<file path="config.mk">
export PLATFORM = sky130hd
export DESIGN_NAME = prescaled_watchdog
export DESIGN_NICKNAME = d
export VERILOG_FILES = /design/src/rtl/wdt_pkg.sv /design/src/rtl/wdt_prescaler.sv /design/src/rtl/wdt_regs.sv /design/src/rtl/wdt_counter.sv /design/src/rtl/prescaled_watchdog.sv
export SDC_FILE = /design/constraint.sdc
export NUM_CORES = 1
export LEC_CHECK = 0
export BUFFER_PORTS_ARGS = -buffer_cell sky130_fd_sc_hd__buf_2
export CORE_ASPECT_RATIO = 0.8
export CORE_UTILIZATION = 45
export DETAILED_ROUTE_END_ITERATION = 10
export PLACE_DENSITY = 0.72
export SLEW_MARGIN = 20
export SYNTH_ARGS = -nofsm -noshare
export SYNTH_HDL_FRONTEND = slang
export SYNTH_SLANG_ARGS = --single-unit
</file>
<file path="constraint.sdc">
create_clock -name clk_i -period 2.8 [get_ports clk_i]
set_input_delay 0.28 -clock clk_i [delete_from_list [all_inputs] [get_ports clk_i]]
set_output_delay 0.28 -clock clk_i [all_outputs]
set_load 0.01 [all_outputs]
</file>
<file path="src/rtl/wdt_pkg.sv">
package wdt_pkg;
  localparam int EN_POS   = 7;
  localparam int MODE_LSB = 4;
  localparam int MODE_W   = 3;
  localparam int PSC_LSB  = 0;
  localparam int PSC_W    = 4;
  localparam int CTRL_W   = 8;
  localparam int WDT_MODE = 3;
  localparam int LOAD_OFS = 'h0;
  localparam int CTRL_OFS = 'h8;

  typedef struct packed {
    logic              en;
    logic [MODE_W-1:0] mode;
    logic [PSC_W-1:0]  psc;
  } ctrl_t;
endpackage

</file>
<file path="src/rtl/wdt_prescaler.sv">
module wdt_prescaler #(
  parameter int PSC_W = 4,
  localparam int DIV_W = 2 ** PSC_W,
  localparam int EXP_W = PSC_W + 1
) (
  input  logic             clk_i,
  input  logic             rst_ni,
  input  logic             run_i,
  input  logic             clr_i,
  input  logic [PSC_W-1:0] code_i,
  output logic             tick_o
);
  logic [DIV_W-1:0] phase_q;
  logic [DIV_W-1:0] mask;
  logic [EXP_W-1:0] exp_w;

  // code 0 -> divide by 1, otherwise 2^(code+1)
  assign exp_w = (code_i == '0) ? '0 : EXP_W'(code_i) + EXP_W'(1);

  always_comb begin
    for (int i = 0; i < DIV_W; i++) mask[i] = (i < int'(exp_w));
  end

  assign tick_o = run_i && ((phase_q & mask) == mask);

  always_ff @(posedge clk_i or negedge rst_ni) begin
    if (!rst_ni)     phase_q <= '0;
    else if (clr_i)  phase_q <= '0;
    else if (run_i)  phase_q <= phase_q + 1'b1;
  end

  a_r4_code0_every_clock: assert property (@(posedge clk_i) disable iff (!rst_ni)
    (run_i && code_i == '0) |-> tick_o);
  a_r5_clear_restarts: assert property (@(posedge clk_i) disable iff (!rst_ni)
    (clr_i && code_i != '0) |=> !tick_o);
endmodule

</file>
<file path="src/rtl/wdt_regs.sv">
module wdt_regs
  import wdt_pkg::*;
#(
  parameter int AW    = 4,
  parameter int DW    = 32,
  parameter int CNT_W = 16
) (
  input  logic             clk_i,
  input  logic             rst_ni,
  input  logic [AW-1:0]    addr_i,
  input  logic             we_i,
  input  logic [DW-1:0]    wdata_i,
  input  logic [CNT_W-1:0] count_i,
  output logic [DW-1:0]    rdata_o,
  output logic             load_we_o,
  output logic [CNT_W-1:0] load_val_o,
  output logic             ctrl_we_o,
  output ctrl_t            ctrl_o
);
  localparam logic [CNT_W-1:0] CNT_MAX = '1;

  ctrl_t ctrl_q;
  logic  sel_load, sel_ctrl;

  assign sel_load  = (addr_i == AW'(LOAD_OFS));
  assign sel_ctrl  = (addr_i == AW'(CTRL_OFS));
  assign load_we_o = we_i && sel_load;
  assign ctrl_we_o = we_i && sel_ctrl;

  // oversized loads clamp to the counter maximum
  assign load_val_o = (wdata_i > DW'(CNT_MAX)) ? CNT_MAX : wdata_i[CNT_W-1:0];

  always_ff @(posedge clk_i or negedge rst_ni) begin
    if (!rst_ni)        ctrl_q <= '0;
    else if (ctrl_we_o) ctrl_q <= ctrl_t'(wdata_i[CTRL_W-1:0]);
  end

  assign ctrl_o = ctrl_q;

  always_comb begin
    rdata_o = '0;
    if (sel_load)      rdata_o[CNT_W-1:0]  = count_i;
    else if (sel_ctrl) rdata_o[CTRL_W-1:0] = ctrl_q;
  end

  a_r3_ctrl_holds: assert property (@(posedge clk_i) disable iff (!rst_ni)
    !ctrl_we_o |=> $stable(ctrl_q));
  a_r1_ctrl_update: assert property (@(posedge clk_i) disable iff (!rst_ni)
    ctrl_we_o |=> ctrl_q == $past(wdata_i[CTRL_W-1:0]));
endmodule

</file>
<file path="src/rtl/wdt_counter.sv">
module wdt_counter #(
  parameter int CNT_W = 16
) (
  input  logic             clk_i,
  input  logic             rst_ni,
  input  logic             load_we_i,
  input  logic [CNT_W-1:0] load_val_i,
  input  logic             en_i,
  input  logic             wdt_mode_i,
  input  logic             tick_i,
  output logic             run_o,
  output logic [CNT_W-1:0] count_o,
  output logic             req_o
);
  logic [CNT_W-1:0] count_q;
  logic             req_q;
  logic             last_step;

  assign run_o     = en_i && (count_q != '0) && !req_q;
  assign last_step = run_o && tick_i && (count_q == CNT_W'(1));

  always_ff @(posedge clk_i or negedge rst_ni) begin
    if (!rst_ni)                count_q <= '0;
    else if (load_we_i)         count_q <= load_val_i;
    else if (run_o && tick_i)   count_q <= count_q - 1'b1;
  end

  always_ff @(posedge clk_i or negedge rst_ni) begin
    if (!rst_ni)                      req_q <= 1'b0;
    else if (last_step && wdt_mode_i) req_q <= 1'b1;
  end

  assign count_o = count_q;
  assign req_o   = req_q;

  a_r5_step_down: assert property (@(posedge clk_i) disable iff (!rst_ni)
    (run_o && tick_i && !load_we_i) |=> count_q == $past(count_q) - 1'b1);
  a_r3_disabled_holds: assert property (@(posedge clk_i) disable iff (!rst_ni)
    (!en_i && !load_we_i) |=> $stable(count_q));
  a_r8_zero_parks: assert property (@(posedge clk_i) disable iff (!rst_ni)
    (count_q == '0 && !load_we_i) |=> count_q == '0);
  a_r7_req_sticky: assert property (@(posedge clk_i) disable iff (!rst_ni)
    req_q |=> req_q);
  a_r7_frozen: assert property (@(posedge clk_i) disable iff (!rst_ni)
    (req_q && !load_we_i) |=> $stable(count_q));
  a_r9_other_mode_quiet: assert property (@(posedge clk_i) disable iff (!rst_ni)
    (!req_q && !wdt_mode_i) |=> !req_q);
  a_r6_rise_cause: assert property (@(posedge clk_i) disable iff (!rst_ni)
    $rose(req_q) |-> $past(count_q == CNT_W'(1) && en_i && tick_i));
endmodule

</file>
<file path="src/rtl/prescaled_watchdog.sv">
module prescaled_watchdog
  import wdt_pkg::*;
#(
  parameter int AW    = 4,
  parameter int DW    = 32,
  parameter int CNT_W = 16
) (
  input  logic          clk_i,
  input  logic          rst_ni,
  input  logic [AW-1:0] addr_i,
  input  logic          we_i,
  input  logic [DW-1:0] wdata_i,
  output logic [DW-1:0] rdata_o,
  output logic          rst_req_o
);
  logic             load_we, ctrl_we, run, tick, req;
  logic [CNT_W-1:0] load_val, count;
  ctrl_t            ctrl;

  wdt_regs #(.AW(AW), .DW(DW), .CNT_W(CNT_W)) u_regs (
    .clk_i, .rst_ni, .addr_i, .we_i, .wdata_i,
    .count_i    (count),
    .rdata_o,
    .load_we_o  (load_we),
    .load_val_o (load_val),
    .ctrl_we_o  (ctrl_we),
    .ctrl_o     (ctrl)
  );

  wdt_prescaler #(.PSC_W(PSC_W)) u_psc (
    .clk_i, .rst_ni,
    .run_i  (run),
    .clr_i  (load_we | ctrl_we),
    .code_i (ctrl.psc),
    .tick_o (tick)
  );

  wdt_counter #(.CNT_W(CNT_W)) u_cnt (
    .clk_i, .rst_ni,
    .load_we_i  (load_we),
    .load_val_i (load_val),
    .en_i       (ctrl.en),
    .wdt_mode_i (ctrl.mode == MODE_W'(WDT_MODE)),
    .tick_i     (tick),
    .run_o      (run),
    .count_o    (count),
    .req_o      (req)
  );

  assign rst_req_o = req;
endmodule

</file>
# After elaboration in Yosys (flattened, before gate mapping)
# Index checks and enable logic that the tools add are counted.
# op_classes
muxes	9
n_bitwise	2
n_eq_ne	4
reduce_logical	14
magnitude_cmp	17
add_sub_neg	3
# ops
op	count
16-bit 2-to-1 mux	5
4-bit by 5-bit < comparator with 1-bit output, first input constant	8
32-bit by 16-bit > comparator with 1-bit output, second input constant	1
8-bit 2-to-1 mux	3
3-bit by 5-bit < comparator with 1-bit output, first input constant	4
16-bit by 1-bit adder with 16-bit output, second input constant	1
16-bit bitwise AND	1
16-bit by 1-bit equality test with 1-bit output, second input constant	1
16-bit equality test	1
16-bit nonzero test	1
16-bit by 1-bit subtractor with 16-bit output, second input constant	1
1-bit by 5-bit < comparator with 1-bit output, first input constant	2
2-bit by 5-bit < comparator with 1-bit output, first input constant	2
1-bit logical AND	8
4-bit zero test	2
4-bit by 1-bit adder with 5-bit output, second input constant	1
5-bit 2-to-1 mux	1
4-bit equality test, second input constant	1
2-bit nonzero test	2
3-bit by 2-bit equality test with 1-bit output, second input constant	1
1-bit zero test	1
1-bit bitwise OR	1
# totals
input_bits	39
out_inout_bits	33
ff_bits	41
elab_cells	55

# Longest topological paths before layout
# Gate-level depths: netlist of the first run.
# logic_depth
depth_word	9
mapped_depth	12
mapped_depth_nobuf	9

# Cells and area by module
# A second synthesis of the first run with hierarchy kept.
# unflattened
hier_cells	344
hier_area_um2	3026.7
# modules_own_cells
mod	area_per_inst_um2	n_inst	seq_area_each_um2	cells_per_inst
wdt_counter	1141.1	1	425.4	129
wdt_prescaler	1131.1	1	400.4	136
wdt_regs	739.5	1	200.2	77
prescaled_watchdog	15.0	1	0.0	2

# Worst setup path before layout of the first run
# OpenSTA, ideal clock, no wires.
# synth_timing
path_kind	flip-flop to flip-flop
startpoint	register u_regs.ctrl_q (netlist bit u_regs.ctrl_o[0])
endpoint	register u_cnt.count_q[5] (netlist: u_cnt.count_o[5])
path_slack_ns	-0.005
period_less_slack_ns	2.805
required_ns	2.659
arrival_ns	2.664
path_stages_with_launch	13
setup_ns	0.141
path_buffers	3
path_cell_list	dfrtp_1 clkbuf_1 inv_1 ha_1 nor2b_1 and3_1 a211oi_1 a2111oi_0 nand4_1 buf_6 buf_6 o41ai_1 a31oi_1
# synth_between
elab_chain_len	8
elab_cells_between_ends	24
classes_between	add/sub: 1; order compare: 16; eq/ne: 1; mux: 1; bitwise: 1; reduce/logical: 4
# synth_rtl
item	line_no	text
from (decl)	wdt_regs.sv:22	ctrl_t ctrl_q;
from (signal assigned)	wdt_regs.sv:35	else if (ctrl_we_o) ctrl_q <= ctrl_t'(wdata_i[CTRL_W-1:0]);
4-bit by 1-bit adder with 5-bit output or 4-bit zero test (tied branches)	wdt_prescaler.sv:18	assign exp_w = (code_i == '0) ? '0 : EXP_W'(code_i) + EXP_W'(1);
5-bit 2-to-1 mux (*)	wdt_prescaler.sv:18	
1-bit by 5-bit < comparator with 1-bit output (tied with other cells)	wdt_prescaler.sv:21	for (int i = 0; i < DIV_W; i++) mask[i] = (i < int'(exp_w));
16-bit bitwise AND	wdt_prescaler.sv:24	assign tick_o = run_i && ((phase_q & mask) == mask);
16-bit equality test (*)	wdt_prescaler.sv:24	
1-bit logical AND (*)	wdt_prescaler.sv:24	
1-bit logical AND (*)	wdt_counter.sv:25	else if (run_o && tick_i) count_q <= count_q - 1'b1;
2-bit nonzero test (no source line) (*)	n/a	
to (signal assigned)	wdt_counter.sv:24	else if (load_we_i) count_q <= load_val_i;
to (signal assigned)	wdt_counter.sv:25	
to (decl)	wdt_counter.sv:15	logic [CNT_W-1:0] count_q;
# Mark *: on every way between the ends. The rest lies on a longest branch, timed or not.
# A chain may end at the register's enable or synchronous reset.

# Worst setup path in the final report of the first run
# layout_timing
startpoint	register u_regs.ctrl_q (netlist bit u_regs.ctrl_o[1])
endpoint	register u_cnt.count_q[15] (netlist: u_cnt.count_o[15])
# The elaborated chain is that of the path after synthesis.

==> results of run 1 <==
==> registers in the layout, summed over array words and instances, names as in the netlist <==
| signal | count |
|---|---|
| u_cnt.count_o | 16 |
| u_cnt.req_o | 1 |
| u_psc.phase_q | 16 |
| u_regs.ctrl_o | 8 |
==> critical path, cell delays in order, from the launching register on <==
cell,delay (ps)
dfrtp_2,460
ha_4,210
nand2b_4,150
mux2i_1,140
buf_4,160
a211oi_1,50
a2111oi_1,460
nand4_1,240
buf_6,190
buf_12,130
or4_4,470
a31oi_2,180
==> cells by family (layout without fill, tap and decap cells) <==
| kind of cell | Yosys count | in the layout | synth area share |
|---|---|---|---|
| AND/OR/NAND/NOR | 137 | 137 | 0.266 |
| AO/OA/AOI/OAI | 57 | 57 | 0.147 |
| flip-flops | 41 | 41 | 0.365 |
| buffers and inverters | 39 | 103 | 0.0814 |
| multiplexers | 18 | 18 | 0.0676 |
| XOR/XNOR | 16 | 16 | 0.0498 |
| adder cells (fa/ha/maj) | 5 | 5 | 0.0222 |
| other | 1 | 16 | 0.00133 |
==> Yosys cell counts, types with 2 or more instances <==
cell        n
mux2_2      8
a31oi_1    12
nor2b_1     5
nand3_1    11
o21a_1      2
buf_6       3
clkbuf_1   12
dfrtp_1    41
a2111oi_0   2
inv_1       8
and3_1      5
and2_1     11
xnor2_1     6
nor3_1      3
a211oi_1    3
mux2i_1    10
o21ai_0     6
nor2_1     45
nand4_1     4
or4_1       9
a21oi_1     7
o2bb2ai_1   2
or2_2       5
xor2_1     10
buf_4      16
nand2_1     9
or3_1       9
ha_1        5
nor4_1      6
and4_1      5
nand2b_1    5
o41ai_1     2
o31ai_1    10
==> worst paths after layout <==
check,from,end,slack [ps]
worst max-delay path,u_regs.ctrl_o[1],u_cnt.count_o[15],-130
worst min-delay path,rst_ni,u_psc.phase_q[11],110
worst max register to register,u_regs.ctrl_o[1],u_cnt.count_o[15],-130
worst min register to register,u_cnt.req_o,u_cnt.req_o,540
max in group asynchronous,rst_ni,u_regs.ctrl_o[1],2030
min in group clk_i,wdata_i[4],u_regs.ctrl_o[4],220
==> what timing repair did <==
item,in CTS,in global routing
setup buffers,0,13
endpoints found under the setup margin,9,13
pin swaps,3,18
resized for setup,3,39
gates cloned,0,2
==> power breakdown <==
part	internal, mW	switching [mW]
Sequential	0.680	0.127
Clock	0.268	0.230
Combinational	0.334	0.343
Total	1.28	0.700
==> area by class of cell <==
type	count	area share
Multi-Input combinational cell	249	0.486
Inverter	8	0.00828
Timing Repair Buffer	87	0.163
Clock inverter	2	0.0107
Clock buffer	6	0.0200
Tap cell	81	0.0280
Sequential cell	41	0.284
==> routing by layer <==
metal  wire length (µm)  track usage
met1               3510        0.317
met2               3620        0.363
met3                585       0.0469
met4                136       0.0556
met5                  0            0
==> metrics by stage <==
step | instance area [µm²] | total power, mW | hold WS, ps | setup TNS, ps
3_3_place_gp | 3200 | 1.34 | 470 | -30.5
5_1_grt | 3620 | 2.08 | 190 | -1710
2_1_floorplan | 2870 | 1.15 | -15.6 | 0
6_report | 3620 | 1.98 | 112 | -1070
4_1_cts | 3320 | 1.86 | 155 | 0
3_5_place_dp | 3200 | 1.36 | 478 | -28.3
==> cell usage in the layout, fill, tap and decap left out, drive strengths merged, types with 6 or more instances in the layout <==
| cell | instances |
|---|---|
| a21oi | 7 |
| nand2 | 9 |
| o31ai | 10 |
| or3 | 9 |
| xnor2 | 6 |
| nor4 | 6 |
| clkbuf | 8 |
| xor2 | 10 |
| inv | 8 |
| mux2 | 8 |
| o21ai | 6 |
| or4 | 10 |
| mux2i | 10 |
| conb | 16 |
| dfrtp | 41 |
| nor2 | 46 |
| and2 | 11 |
| nand3 | 11 |
| buf | 85 |
| a31oi | 12 |
==> results.toml, run 1 <==
[sta]
clock_skew_ps = 14.6
slew_violations = 0
max-slew-margin-rel = 0.365
max_freq_ghz = 0.342
rsz0062_at_grt = "true"
finalHoldViolations = 0
min_period_ps = 2930
worst_slew_pin_slew_ps = 952
finalCritPeriodShare = 1.05
timing.final.ws_setup_ps = -127
setup_viol = 16

[floorplanning]
die-area_um2 = 6570
fp.dieH_um = 72.7
fp-row-count = 25
die_x_um = 90.4
core_area_um2 = 5970
io-pin-count = 72
start_util = 0.471

[finish]
multi_input_area_um2 = 1760
num-fill-cells = 524
layout-drive-gt1-share = 0.354
seqCellArea_um2 = 1030
antenna-diode-count = 0
fin_nets = 436
utilization = 0.607
finalNonFillerCells = 474
area_growth_pct = 28.9

[clock_network]
cts_tree = "yes"
clk_pin_slew_ps = 90
clock-sinks = 41
clock_latency_ps = 310
hold_buffers = 0
cts_buffers = 5
htreeDepth = 2
cts_buffer_depth = 2
cts_root_buf = "clkbuf_8"

[worst_setup_path]
cp-start-kind = "flip-flop"
r2r_cells = 11
critPathCaptureType = "flip-flop"
critPathKind = "flip-flop to flip-flop"
cp.required_ps = 3020
crit_fanout = 8
crit_arrival_ps = 3150

[place]
place.gp.congestion = 0.921
dp_cells = 453
portBuffers = 55
hpwl_um = 5050
dp_slack_ps = -14.6

[route]
via_per_inst = 5.75
wirelength_um = 7850
drc = 0
vias = 2727
firstDrtPassIters = 5
drt_iter0_markers = 256
routedWlPerCell_um = 16.6
drtAntennaViolNets = 0

[synth]
syn_inst = 314
yosys.area.top_type = "dfrtp_1"
ys_warn_count = 0
syn_area_per_cell_um2 = 8.96
ys_ff_latch = 41
ys_seq_area_frac = 0.365
synth_edf_count = 0
yosys-top-cells-area = "dfrtp_1 36%, nor2_1 6.0%, buf_4 4.3%"
synth_area_um2 = 2810
synth-main-ff-cell = "dfrtp_1"
synth_cell_types = 50
synth_async_sr_flop_share = 1.00
synth_top_area_share = 0.365

[grt]
first_global_vias = 2498
grt_pass1_wl_um = 11800
grt-ovfl-total = 0
antenna_found_initial = 0
grt_max_degree = 42
grt_usage = 0.227

[status]
violations = "setup timing"
status = "finished, violations left"

[power]
ir_drop_v = 0.000230
leakage_nw = 1.63
power.density_nw_per_um2 = 547

[worst_hold_path]
hold_path.class = "input pin to async pin"

[run]
maxCapViolCount = 0
(Power assumes the default switching activity.)
==> run 2, diff against run 1 <==
Settings changed: BUFFER_PORTS_ARGS -buffer_cell sky130_fd_sc_hd__buf_2 to not set, DONT_BUFFER_PORTS set to 1, PLACE_DENSITY 0.72 to not set.
==> run 2 against run 1 <==
  * The run now ends clean
  * Cell count fell by 11%
  * Count of clock-buffer cells in the layout stayed put
  * Critical path depth rose by 1
  * Combinational power is 4.3% lower
  * Largest cell class unchanged
==> results.toml, run 2 (synthesis results as in run 1) <==
[status]
status = "finished clean"

[worst_setup_path]
critPathCaptureType = "flip-flop"
crit_arrival_ps = 2970
cp-start-kind = "flip-flop"
critPathKind = "flip-flop to flip-flop"
cp.required_ps = 2980
crit_fanout = 6
rrSetupSlack_ps = 10

[floorplanning]
fp.dieH_um = 72.7
fp-row-count = 25
start_util = 0.471
io-pin-count = 72
die_x_um = 90.4
die-area_um2 = 6570
core_area_um2 = 5970

[clock_network]
htreeDepth = 2
cts_root_buf = "clkbuf_8"
clk_pin_slew_ps = 90
cts_buffer_depth = 2
cts_tree = "yes"
clock-sinks = 41
cts_buffers = 5
clock_latency_ps = 300

[finish]
layout_commonest_cell = "nor2_1"
multi_input_area_um2 = 1720
utilization = 0.545
layout-drive-gt1-share = 0.222
num-fill-cells = 576
area_growth_pct = 15.7
antenna-diode-count = 0
fin_nets = 385
final_cell_mix = "45 x nor2_1, 40 x dfrtp_1, 31 x buf_4, 16 x conb_1, 12 x a31oi_1"
seqCellArea_um2 = 1030
design_area_um2 = 3250

[route]
drt_iter0_markers = 102
routedWlPerCell_um = 16.5
wirelength_um = 6990
firstDrtPassIters = 4
vias = 2394
drtAntennaViolNets = 0
via_per_inst = 5.66
drc = 0

[sta]
max_freq_ghz = 0.359
timing.final.ws_setup_ps = 13.3
worst_slew_pin_slew_ps = 553
finalCritPeriodShare = 0.995
rsz0062_at_grt = "true"
setup_viol = 0
finalHoldViolations = 0
max-slew-margin-rel = 0.630
slew_violations = 0
clock_skew_ps = 8.42
min_period_ps = 2790

[grt]
antenna_found_initial = 0
busiest_layer = "met1"
use_met2 = 0.307
use_met3 = 0.0469
grt_pass1_wl_um = 11000
grt_max_degree = 42
grt_usage = 0.216
grt-ovfl-total = 0
first_global_vias = 2144
grt_use_met1 = 0.331

[place]
place.gp.congestion = 0.854
portBuffers = 0
dp_slack_ps = -34.3
place_area_um2 = 2950
hpwl_um = 4870

[power]
leakage_nw = 1.35
ir_drop_v = 0.000224
power.density_nw_per_um2 = 563

[worst_hold_path]
hold_path.class = "input pin to flip-flop"

[run]
maxCapViolCount = 0
==> run 2: cell types whose count changed in the layout (fill, tap and decap cells not counted), moves of 3 or more <==
| cell | before | now |
|---|---|---|
| o31ai_2 | 3 | 0 |
| buf_2 | 55 | 0 |
| buf_4 | 25 | 31 |
| o31ai_1 | 7 | 10 |
| o21ai_1 | 3 | 0 |
| o21ai_0 | 2 | 5 |
==> run 2: routing by layer <==
metal	wire length (µm)	vias to the layer above	part of all wire
li1	-	1168	-
met1	3500	1132	0.50
met2	2940	87	0.42
met3	503	7	0.072
met4	40	0	0.0057
met5	0	-	0
==> run 2: layout make-up <==
cell class / instances / area share
Clock buffer: 6 / 0.0223
Clock inverter: 2 / 0.00308
Inverter: 8 / 0.00923
Multi-Input combinational cell: 249 / 0.527
Sequential cell: 41 / 0.316
Tap cell: 81 / 0.0312
Timing Repair Buffer: 36 / 0.0912
==> run 2: worst paths after layout <==
kind / start / endpoint / cells after the start
max: u_regs.ctrl_o[1] / u_cnt.count_o[6] / 12
min: wdata_i[6] / u_regs.ctrl_o[6] / 1
max reg2reg: u_regs.ctrl_o[1] / u_cnt.count_o[6] / 12
min in group asynchronous: rst_ni / u_psc.phase_q[9] / 2
min reg2reg: u_regs.ctrl_o[5] / u_regs.ctrl_o[5] / 1
max in group asynchronous: rst_ni / u_regs.ctrl_o[0] / 2
==> run 2: where the power goes <==
group	switching (mW)	total (mW)	internal, mW
sequential	0.118	0.796	0.678
combinational	0.321	0.648	0.327
clock	0.214	0.387	0.173
==> run 2: repair_timing <==
item | CTS | global route
endpoints found under the setup margin | 10 | 19
setup buffers | 0 | 9
resized for setup | 6 | 23
pin swaps | 1 | 14
endpoints found under the hold margin | 41 | 0
hold buffers | 2 | 0
gates cloned | 0 | 1
==> run 2: metrics by stage <==
step	power [mW]	std cells	TNS [ps]	hold slack, ps
floorplan	1.15	329	0	-15.6
global placement	1.31	403	-68.9	-14.6
detailed placement	1.31	403	-138	-14.5
CTS	1.74	413	0	123
global route	1.95	423	-312	113
finish	1.83	423	0	127
==> run 2: worst max-delay path, stage by stage, from the launching register on <==
cell and delay [ps]:
dfrtp_1 440, inv_2 130, ha_4 140, nand2b_1 90, a21oi_2 220, o21ai_2 80
a2111oi_2 370, buf_4 180, nand4_1 180, buf_4 210, buf_6 120, and3_1 160
or3_1 350
==> run 3, diff against run 2 <==
Settings changed: CORE_ASPECT_RATIO 0.8 to 0.9, CORE_MARGIN set to 2, PLACE_DENSITY set to 0.61.
==> run 3 against run 2 <==
  * Clock power rose by 12%
  * Count of clock-buffer cells in the layout up 1
  * Maximum frequency grew 2.5%
  * Sequential share of layout area up 1.5 points
  * Highest routed layer unchanged
==> results.toml, run 3 (synthesis results as in run 1) <==
[status]
status = "finished clean"

[sta]
min_period_ps = 2720
timing.final.ws_setup_ps = 82.1
rsz0062_at_grt = "true"
max_freq_ghz = 0.368
fin_setup_tns_ps = 0
clock_skew_ps = 7.78
slew_violations = 0
finalCritPeriodShare = 0.971
worst_slew_pin_slew_ps = 523
finalHoldViolations = 0
max-slew-margin-rel = 0.650
setup_viol = 0

[finish]
area_growth_pct = 10.3
fin_nets = 375
num-fill-cells = 605
final_cell_mix = "45 x nor2_1, 40 x dfrtp_1, 23 x buf_4, 16 x conb_1, 12 x a31oi_1"
layout-drive-gt1-share = 0.169
finalNonFillerCells = 404
design_area_um2 = 3100
antenna-diode-count = 0
layout_commonest_cell = "nor2_1"

[floorplanning]
fp.dieH_um = 79
core_area_um2 = 6080
io-pin-count = 72
die-area_um2 = 6900
fp-row-count = 27
die_x_um = 87.3
start_util = 0.463

[worst_setup_path]
crit_arrival_ps = 2900
r2r_cells = 10
critPathCaptureType = "flip-flop"
rrSetupSlack_ps = 80
rr_endpoint = "u_cnt.count_o[6]"
crit_fanout = 12
cp.required_ps = 2980
cp-start-kind = "flip-flop"
r2r_start = "u_regs.ctrl_o[1]"
critPathKind = "flip-flop to flip-flop"

[place]
dp_cells = 389
place_area_um2 = 2900
dp_slack_ps = -18.3
hpwl_um = 4660
place.gp.congestion = 0.843
portBuffers = 0

[power]
p_total_mw = 1.76
pwr-share-seq = 0.444
power_frac_comb = 0.311
internal_power_mw = 1.17
switching_share = 0.339
clkPwrFrac = 0.245
leakage_nw = 1.30
power.density_nw_per_um2 = 569
p_switching_mw = 0.597
ir_drop_v = 0.000395

[clock_network]
clock-sinks = 41
htreeDepth = 2
clock_latency_ps = 300
cts_root_buf = "clkbuf_8"
cts_tree = "yes"
cts_buffers = 5
cts_buffer_depth = 2
clk_pin_slew_ps = 80

[route]
drtAntennaViolNets = 0
routedWlPerCell_um = 16.0
firstDrtPassIters = 4
via_per_inst = 5.83
drc = 0
vias = 2354
wirelength_um = 6450
drt_iter0_markers = 152

[grt]
grt-ovfl-total = 0
first_global_vias = 2116
grt_usage = 0.190
antenna_found_initial = 0
grt_max_degree = 42
grt_pass1_wl_um = 10400

[worst_hold_path]
min_from = "wdata_i[6]"
hold_path.class = "input pin to flip-flop"
holdPathEnd = "u_regs.ctrl_o[6]"
holdPathStages = 1

[run]
maxCapViolCount = 0
-- run 3: cell count changes in the layout (fill, tap and decap cells not counted), moves of 2 or more --
cell      before  now
inv_2          2    0
inv_1          6    8
nand2b_4       2    0
a21oi_1        5    7
buf_6          3    1
nand2b_1       3    5
a21oi_2        2    0
ha_4           2    0
buf_4         31   23
clkbuf_8       5    7
-- run 3: per-stage QoR --
stage,hold WS (ps),util
after floorplan,-15.6,-
after global placement,-14.9,0.477
after detailed placement,-15.0,0.477
after CTS,122,0.501
after global routing,115,0.510
final,127,0.510
-- run 3: timing repair --
| action | CTS | global route |
|---|---|---|
| pin swaps | 0 | 2 |
| hold buffers | 2 | 0 |
| buffers inserted | 0 | 5 |
| resized for setup | 2 | 6 |
| setup endpoints to repair | 1 | 21 |
| endpoints found under the hold margin | 41 | 0 |
-- run 3: critical path: stages (launching register included) --
cell      delay (ps)
dfrtp_2          430
ha_2             200
buf_4            150
nand2b_1         160
or4b_2           630
a32oi_2          230
a31oi_1           70
nand4_1          140
buf_6            150
nor4_1            60
or3_1            360
-- run 3: worst max-delay path by stage --
stage / slack [ps] / startpoint / end / depth (start not counted)
finish: 80 / u_regs.ctrl_o[1] / u_cnt.count_o[6] / 10
global route: -50 / u_regs.ctrl_o[0] / u_cnt.count_o[13] / 10
CTS: 7 / u_regs.ctrl_o[0] / u_cnt.count_o[6] / 10
detailed placement: -20 / u_regs.ctrl_o[0] / u_cnt.count_o[6] / 10
global placement: -4 / u_regs.ctrl_o[0] / u_cnt.count_o[6] / 10
floorplan: 60 / u_cnt.count_o[8] / u_cnt.count_o[6] / 8
-- run 3: power groups by stage --
stage | Clock [mW] | Sequential, mW | Combinational [mW]
final | 0.432 | 0.784 | 0.548
after global routing | 0.473 | 0.801 | 0.612
after CTS | 0.445 | 0.784 | 0.511
after detailed placement | 0 | 0.795 | 0.487
after global placement | 0 | 0.794 | 0.484
after floorplan | 0 | 0.759 | 0.395
-- run 3: area by class of cell --
cell class | count | area [µm²] | area share
Sequential cell | 41 | 1030 | 0.331
Inverter | 8 | 30.0 | 0.00968
Clock buffer | 7 | 96.3 | 0.0311
Timing Repair Buffer | 26 | 214 | 0.0690
Tap cell | 72 | 90.1 | 0.0290
Multi-Input combinational cell | 249 | 1640 | 0.528
Clock inverter | 1 | 5.00 | 0.00161
-- run 3: layer usage --
metal / global-route usage / wire length, µm
met5: 0 / 0
met4: 0.0523 / 69
met3: 0.0416 / 450
met2: 0.283 / 2880
met1: 0.276 / 3040
